$ cat src/rtl/smsel_pkg.sv
package smsel_pkg;
    typedef enum logic {
        DIR_DISCHARGE = 1'b0,
        DIR_CHARGE    = 1'b1
    } cur_dir_e;
endpackage

$ cat src/rtl/smsel_rank.sv
// Rank of each sub-module in the active ordering: 0 = inserted first.
module smsel_rank
    import smsel_pkg::*;
#(
    parameter int N  = 4,
    parameter int VW = 12,
    parameter int CW = 3
) (
    input  logic [N*VW-1:0] vcap,
    input  cur_dir_e        dir,
    output logic [N*CW-1:0] rank_flat
);
    for (genvar gi = 0; gi < N; gi++) begin : g_rank
        logic [CW-1:0] rk;
        always_comb begin
            rk = '0;
            for (int j = 0; j < N; j++) begin
                if (j != gi) begin
                    logic [VW-1:0] vi;
                    logic [VW-1:0] vj;
                    logic          ahead;
                    vi = vcap[gi*VW +: VW];
                    vj = vcap[j*VW +: VW];
                    ahead = (dir == DIR_CHARGE) ? (vj < vi) : (vj > vi);
                    if (ahead || (vj == vi && j < gi)) begin
                        rk = rk + CW'(1);
                    end
                end
            end
        end
        assign rank_flat[gi*CW +: CW] = rk;
    end
endmodule

$ cat src/rtl/smsel_ovp.sv
// Latched overvoltage trip across all capacitors.
module smsel_ovp #(
    parameter int          N      = 4,
    parameter int          VW     = 12,
    parameter logic [11:0] OV_LIM = 12'd3800
) (
    input  logic            clk,
    input  logic            rst_n,
    input  logic [N*VW-1:0] vcap,
    input  logic            clr,
    output logic            trip_q
);
    logic any_hi;
    logic trip_d;

    always_comb begin
        any_hi = 1'b0;
        for (int k = 0; k < N; k++) begin
            if (vcap[k*VW +: VW] > VW'(OV_LIM)) begin
                any_hi = 1'b1;
            end
        end
        trip_d = clr ? 1'b0 : (trip_q | any_hi);
    end

    always_ff @(posedge clk or negedge rst_n) begin
        if (!rst_n) begin
            trip_q <= 1'b0;
        end else begin
            trip_q <= trip_d;
        end
    end

    assert_trip_set_R7: assert property (@(posedge clk) disable iff (!rst_n)
        (any_hi && !clr) |=> trip_q);

    assert_trip_latch_R8: assert property (@(posedge clk) disable iff (!rst_n)
        (trip_q && !clr) |=> trip_q);
endmodule

$ cat src/rtl/smod_insert_sel.sv
module smod_insert_sel
    import smsel_pkg::*;
#(
    parameter int          N      = 4,
    parameter int          VW     = 12,
    parameter int          LVLW   = 3,
    parameter logic [11:0] OV_LIM = 12'd3800
) (
    input  logic            clk,
    input  logic            rst_n,
    input  logic [LVLW-1:0] lvl_req,
    input  logic            lvl_stb,
    input  logic            cur_chg,
    input  logic [N*VW-1:0] vcap,
    input  logic            fault_n,
    input  logic            ovp_clr,
    output logic [N-1:0]    ins_out,
    output logic            bypass_all
);
    localparam int CW = $clog2(N + 1);

    typedef struct packed {
        logic            pend;
        logic [CW-1:0]   cnt;
        logic [CW-1:0]   lvl;
        logic [N*CW-1:0] rank;
        logic [N-1:0]    ins;
    } sel_st_t;

    sel_st_t         st_d, st_q;
    logic [N*CW-1:0] rank_w;
    logic [CW-1:0]   lvl_sat;
    logic            trip_q;
    cur_dir_e        dir_w;

    assign dir_w = cur_dir_e'(cur_chg);

    smsel_rank #(.N(N), .VW(VW), .CW(CW)) i_rank (
        .vcap      (vcap),
        .dir       (dir_w),
        .rank_flat (rank_w)
    );

    smsel_ovp #(.N(N), .VW(VW), .OV_LIM(OV_LIM)) i_ovp (
        .clk    (clk),
        .rst_n  (rst_n),
        .vcap   (vcap),
        .clr    (ovp_clr),
        .trip_q (trip_q)
    );

    always_comb begin
        lvl_sat = (int'(lvl_req) > N) ? CW'(N) : CW'(lvl_req);
        st_d      = st_q;
        st_d.pend = 1'b0;
        if (lvl_stb && lvl_sat != st_q.lvl) begin
            st_d.pend = 1'b1;
            st_d.cnt  = lvl_sat;
            st_d.lvl  = lvl_sat;
            st_d.rank = rank_w;
        end
        if (st_q.pend) begin
            for (int k = 0; k < N; k++) begin
                st_d.ins[k] = st_q.rank[k*CW +: CW] < st_q.cnt;
            end
        end
    end

    always_ff @(posedge clk or negedge rst_n) begin
        if (!rst_n) begin
            st_q <= '0;
        end else begin
            st_q <= st_d;
        end
    end

    assign bypass_all = trip_q | ~fault_n;
    assign ins_out    = st_q.ins & ~{N{bypass_all}};

    assert_hold_R5: assert property (@(posedge clk) disable iff (!rst_n)
        !st_q.pend |=> $stable(st_q.ins));

    assert_count_R4: assert property (@(posedge clk) disable iff (!rst_n)
        st_q.pend |=> ($countones(st_q.ins) == int'($past(st_q.cnt))));

    assert_fault_R9: assert property (@(posedge clk) disable iff (!rst_n)
        !fault_n |-> (ins_out == '0));
endmodule

$ cat config.mk
export PLATFORM = sky130hd
export DESIGN_NAME = smod_insert_sel
export DESIGN_NICKNAME = d
export VERILOG_FILES = /design/src/rtl/smsel_pkg.sv /design/src/rtl/smsel_rank.sv /design/src/rtl/smsel_ovp.sv /design/src/rtl/smod_insert_sel.sv
export SDC_FILE = /design/constraint.sdc
export NUM_CORES = 1
export LEC_CHECK = 0
export CORE_MARGIN = 5
export CORE_UTILIZATION = 54
export DETAILED_ROUTE_END_ITERATION = 8
export PLACE_DENSITY = 0.8
export SLEW_MARGIN = 20
export SYNTH_ARGS = -nofsm -noshare
export SYNTH_HDL_FRONTEND = slang
export SYNTH_SLANG_ARGS = --single-unit
$ cat constraint.sdc
create_clock -name clk -period 2.2 [get_ports clk]
set_input_delay 0.44 -clock clk [delete_from_list [all_inputs] [get_ports clk]]
set_output_delay 0.44 -clock clk [all_outputs]
set_load 0.005 [all_outputs]
==> flow_metrics.env, run 1 <==
export IMPL_grt_overflow=600
export IMPL_grt_use_total=0.919
export IMPL_num_io_pins=62
export IMPL_grt_max_degree=22
export IMPL_initial_core_util=0.549
export IMPL_syn_num_nets=552
export IMPL_synthTopCellsByArea="ha_1, dfrtp_1, inv_1, a21oi_1, nand4_1"
export IMPL_synthCells=407
export IMPL_yosysTopAreaCell="ha_1"
export IMPL_numCtsBuffers=3
export IMPL_syn_area_um2=3420
export IMPL_yosys_cell_types_count=60
export IMPL_rows=29
export IMPL_cts_sinks=21
export IMPL_gp_congestion=0.952
export IMPL_dp_cells=636
export IMPL_ys_warn_count=0
export IMPL_async_reset_ff_frac=1.00
export IMPL_die_h_um=89.6
export IMPL_synth_top_area_frac=0.322
export IMPL_cts_root_buf="clkbuf_8"
export IMPL_syn_area_per_cell_um2=8.41
export IMPL_status="did not finish"
export IMPL_synth_edf_count=0
export IMPL_stop_stage="global routing (5_1_grt)"
export IMPL_worst_endpoint="st_q[4]$_DFFE_PN0P_/D"
export IMPL_stop_error="[ERROR GRT-0232] Routing congestion too high. Check the congestion heatmap in the GUI."
export IMPL_place_port_buffers=61
export IMPL_die_w_um=89.6
export IMPL_clk_path_buf_depth=2
export IMPL_dp_hpwl_um=9280
export IMPL_ys_flop_type="dfrtp_1"
export IMPL_dp_slack_ns=-1.11
export IMPL_worstEndpointType="register data pin"
export IMPL_synth_seq_area_share=0.153
export IMPL_htreeDepth=1
export IMPL_synth_seq_cells=21
[metal layers]
layer | track usage | overflow
met3 | 0.647 | 6
met2 | 1.19 | 373
met5 | 0.227 | 0
met1 | 0.816 | 6
met4 | 1.17 | 215
[per-stage QoR]
stage	hold slack [ns]	utilization	TNS (ns)	instance area, µm²
CTS	0.506	0.969	-1.91	6050
detailed placement	0.482	0.797	-12.14	4980
global placement	0.469	0.797	-11.45	4980
floorplan	0.144	-	-1.86	3560
[kinds of logic after synthesis]
kind of cell | Yosys count | synth area share
mux | 15 | 0.0468
fa+ha+maj | 88 | 0.322
buf+inv | 65 | 0.0723
flops | 21 | 0.153
simple gates | 105 | 0.167
xor+xnor | 4 | 0.0102
compound gates | 109 | 0.228
[repair_timing]
item | in CTS
endpoints found under the setup margin | 16
resized for setup | 326
setup buffers | 44
hold buffers | 0
pin swaps | 88
[Yosys cell counts, types with 5 or more instances]
cell	n
a21oi_1	27
inv_1	58
nand3_1	5
mux2i_1	7
ha_1	88
mux2_2	8
o31ai_1	5
nand2_1	19
a21o_1	14
nor2_1	17
o211ai_1	5
and2_1	8
o21ai_0	17
nand4_1	21
nor3_1	6
dfrtp_1	21
a211oi_1	6
nor2b_1	7
nand2b_1	6
==> inputs of run 2 (changes only) <==
CORE_UTILIZATION = 40   (was 54)
PLACE_DENSITY = not set   (was 0.8)
PLACE_DENSITY_LB_ADDON = 0.15   (was not set)
==> flow_metrics.env, run 2 <==
export IMPL_status="finished, violations left"
export IMPL_violations="negative setup slack"
export IMPL_fin_area_um2=6020
export IMPL_firstDrtPassIters=5
export IMPL_rsz0062_at_grt="yes"
export IMPL_die_area_um2=10500
export IMPL_synthTopCellsByArea="ha_1, dfrtp_1, inv_1, a21oi_1, nand4_1"
export IMPL_multi_input_area_um2=3490
export IMPL_grt_max_degree=22
export IMPL_crit_path_top_delay_cell="mux2_4"
export IMPL_worstPathArrival_ns=2.65
export IMPL_drt_initial_drc_count=128
export IMPL_antenna_found_initial=0
export IMPL_min_path_type="reg2reg"
export IMPL_clock_fmax_mhz=399
export IMPL_yosysTopAreaCell="ha_1"
export IMPL_numCtsBuffers=3
export IMPL_largest_register_ffs=20
export IMPL_cts_reportedPaths_clkPinSlew_ns=0.08
export IMPL_cts_hold_buf=0
export IMPL_final_seq_area_um2=526
export IMPL_ir_worst_vdd_uv=255
export IMPL_dr_max_layer_used="met4"
export IMPL_place_port_buffers=61
export IMPL_dp_cells=671
export IMPL_setup_slack_ns=-0.305
export IMPL_path_cells="buf_6 -> clkinvlp_4 -> ha_4 -> nand4_1 -> nor2_1 -> o21ai_1 -> o211ai_1 -> buf_4 -> mux2_4 -> ha_4 -> inv_2 -> a21oi_1 -> o31ai_4"
export IMPL_avgViaCountPerCell=5.48
export IMPL_yosys_cell_types_count=60
export IMPL_num_io_pins=62
export IMPL_rows=33
export IMPL_synth_seq_area_share=0.153
export IMPL_cts_tree="done"
export IMPL_detail_route_antenna_nets=0
export IMPL_grt_pass1_wl_um=18700
export IMPL_endpoint_kind="register"
export IMPL_synth_commonest_cells="ha_1, inv_1, a21oi_1"
export IMPL_grt_pass1_vias=3923
export IMPL_synth_seq_cells=21
export IMPL_async_reset_ff_frac=1.00
export IMPL_drc=0
export IMPL_dp_slack_ns=-1.15
export IMPL_dp_hpwl_um=9160
export IMPL_layout_commonest_cell="buf_4"
export IMPL_vias=3807
export IMPL_syn_area_um2=3420
export IMPL_path_common_cell="ha_4"
export IMPL_required_ns=2.35
export IMPL_fin_skew_ns=0.00498
export IMPL_finalHoldViolCount=0
export IMPL_die_h_um=103
export IMPL_regMostFlops="st_q"
export IMPL_drv_slew=0
export IMPL_ys_flop_type="dfrtp_1"
export IMPL_coreArea_um2=8300
export IMPL_cap_violations=0
export IMPL_syn_num_nets=552
export IMPL_grt_use_total=0.224
export IMPL_ys_warn_count=0
export IMPL_wl_met3_um=634
export IMPL_setup_viol=12
export IMPL_wl_met1_um=5070
export IMPL_syn2layout_area_growth_pct=75.8
export IMPL_crit_type="in2reg"
export IMPL_gp_congestion=0.896
export IMPL_finalNonFillerCells=695
export IMPL_initial_core_util=0.413
export IMPL_cp_start_kind="input pin"
export IMPL_syn_area_per_cell_um2=8.41
export IMPL_min_period_over_period=1.14
export IMPL_cellPowerDensity_nw_per_um2=373
export IMPL_clk_path_buf_depth=2
export IMPL_cts_sinks=21
export IMPL_diodes=0
export IMPL_final_util=0.725
export IMPL_worstMarginPinSlew_ns=0.608
export IMPL_fillCellCount=606
export IMPL_reg_top3="st_q (20), i_ovp.trip_q (1)"
export IMPL_synth_top_area_frac=0.322
export IMPL_drive_above_1_share=0.517
export IMPL_cpPeakStageDelay_ns=0.31
export IMPL_worst_path_max_fanout=3
export IMPL_routedWlPerCell_um=17.1
export IMPL_placed_area_um2=5050
export IMPL_min_period_ns=2.51
export IMPL_cts_root_buf="clkbuf_8"
export IMPL_relSlewSlack=0.589
export IMPL_synth_most_common_cell="ha_1"
export IMPL_leakage_nw=2.76
export IMPL_finish_net_count=736
export IMPL_htreeDepth=1
export IMPL_die_w_um=103
export IMPL_synthCells=407
export IMPL_drt_wl_total_um=11900
export IMPL_synth_edf_count=0
export IMPL_grt_overflow=0
export IMPL_final_cell_mix="buf_4, ha_4, ha_1, inv_1, buf_6"
export IMPL_dr_wl_met2_um=6000
export IMPL_clk_latency_ns=0.26
run 2: logic make-up (layout without fill, tap and decap cells):
logic type               count (synthesis)  after routing  synth area share
buffers and inverters                   65            248            0.0723
multiplexers                            15             15            0.0468
AND/OR/NAND/NOR                        105            105             0.167
AO/OA/AOI/OAI                          109            109             0.228
XOR/XNOR                                 4              4            0.0102
adder cells (fa/ha/maj)                 88             88             0.322
flip-flops                              21             21             0.153
run 2: worst paths after layout:
path / from / endpoint / slack (ns) / depth (start not counted)
setup / recovery: vcap[11] / st_q[10] / -0.31 / 13
hold / removal: st_q[0] / st_q[0] / 0.50 / 1
setup reg to reg: st_q[18] / st_q[8] / 0.48 / 6
hold reg to reg: st_q[0] / st_q[0] / 0.50 / 1
max in group asynchronous: rst_n / st_q[4] / 1.47 / 2
min in group asynchronous: rst_n / st_q[1] / 0.52 / 2
run 2: worst max-delay path, delay by kind of cell:
kind	cells	cell delay (ns)
adder cells (fa/ha/maj)	2	0.59
AO/OA/AOI/OAI	4	0.48
buffers and inverters	4	0.42
AND/OR/NAND/NOR	2	0.41
multiplexers	1	0.31
run 2: per-stage QoR:
stage	hold WS [ns]	setup TNS [ns]	total power [W]
CTS	0.494	-1.85	0.00210
detailed placement	0.478	-12.38	0.00168
global route	0.528	-3.51	0.00242
finish	0.504	-2.62	0.00224
floorplan	0.144	-1.86	0.00115
global placement	0.468	-11.73	0.00163
run 2: layer usage:
layer  vias to the layer above  track usage
met4                         0       0.0394
met1                      1797        0.288
met5                         -            0
met3                        20       0.0291
li1                       1883            -
met2                       107        0.404
run 2: what timing repair did:
item,4_1_cts,5_1_grt
setup buffers,16,7
resized for setup,297,55
pin swaps,73,33
setup endpoints to repair,17,13
run 2: power by group:
part           switching (W)  internal, W  leakage (nW)
logic               0.000661     0.000798          2.47
registers          0.0000531     0.000478         0.260
clock network       0.000127     0.000126        0.0255
total               0.000841      0.00140          2.76
run 2: cell type report:
cell class / count / share of cell area
well taps: 105 / 0.0218
inverters: 60 / 0.0439
flip-flops and latches: 21 / 0.0873
clock buffers: 3 / 0.00686
clock inverters: 1 / 0.000831
repair buffers: 184 / 0.260
multi-input cells: 321 / 0.580
No activity file was read; power rests on OpenSTA's default activity.
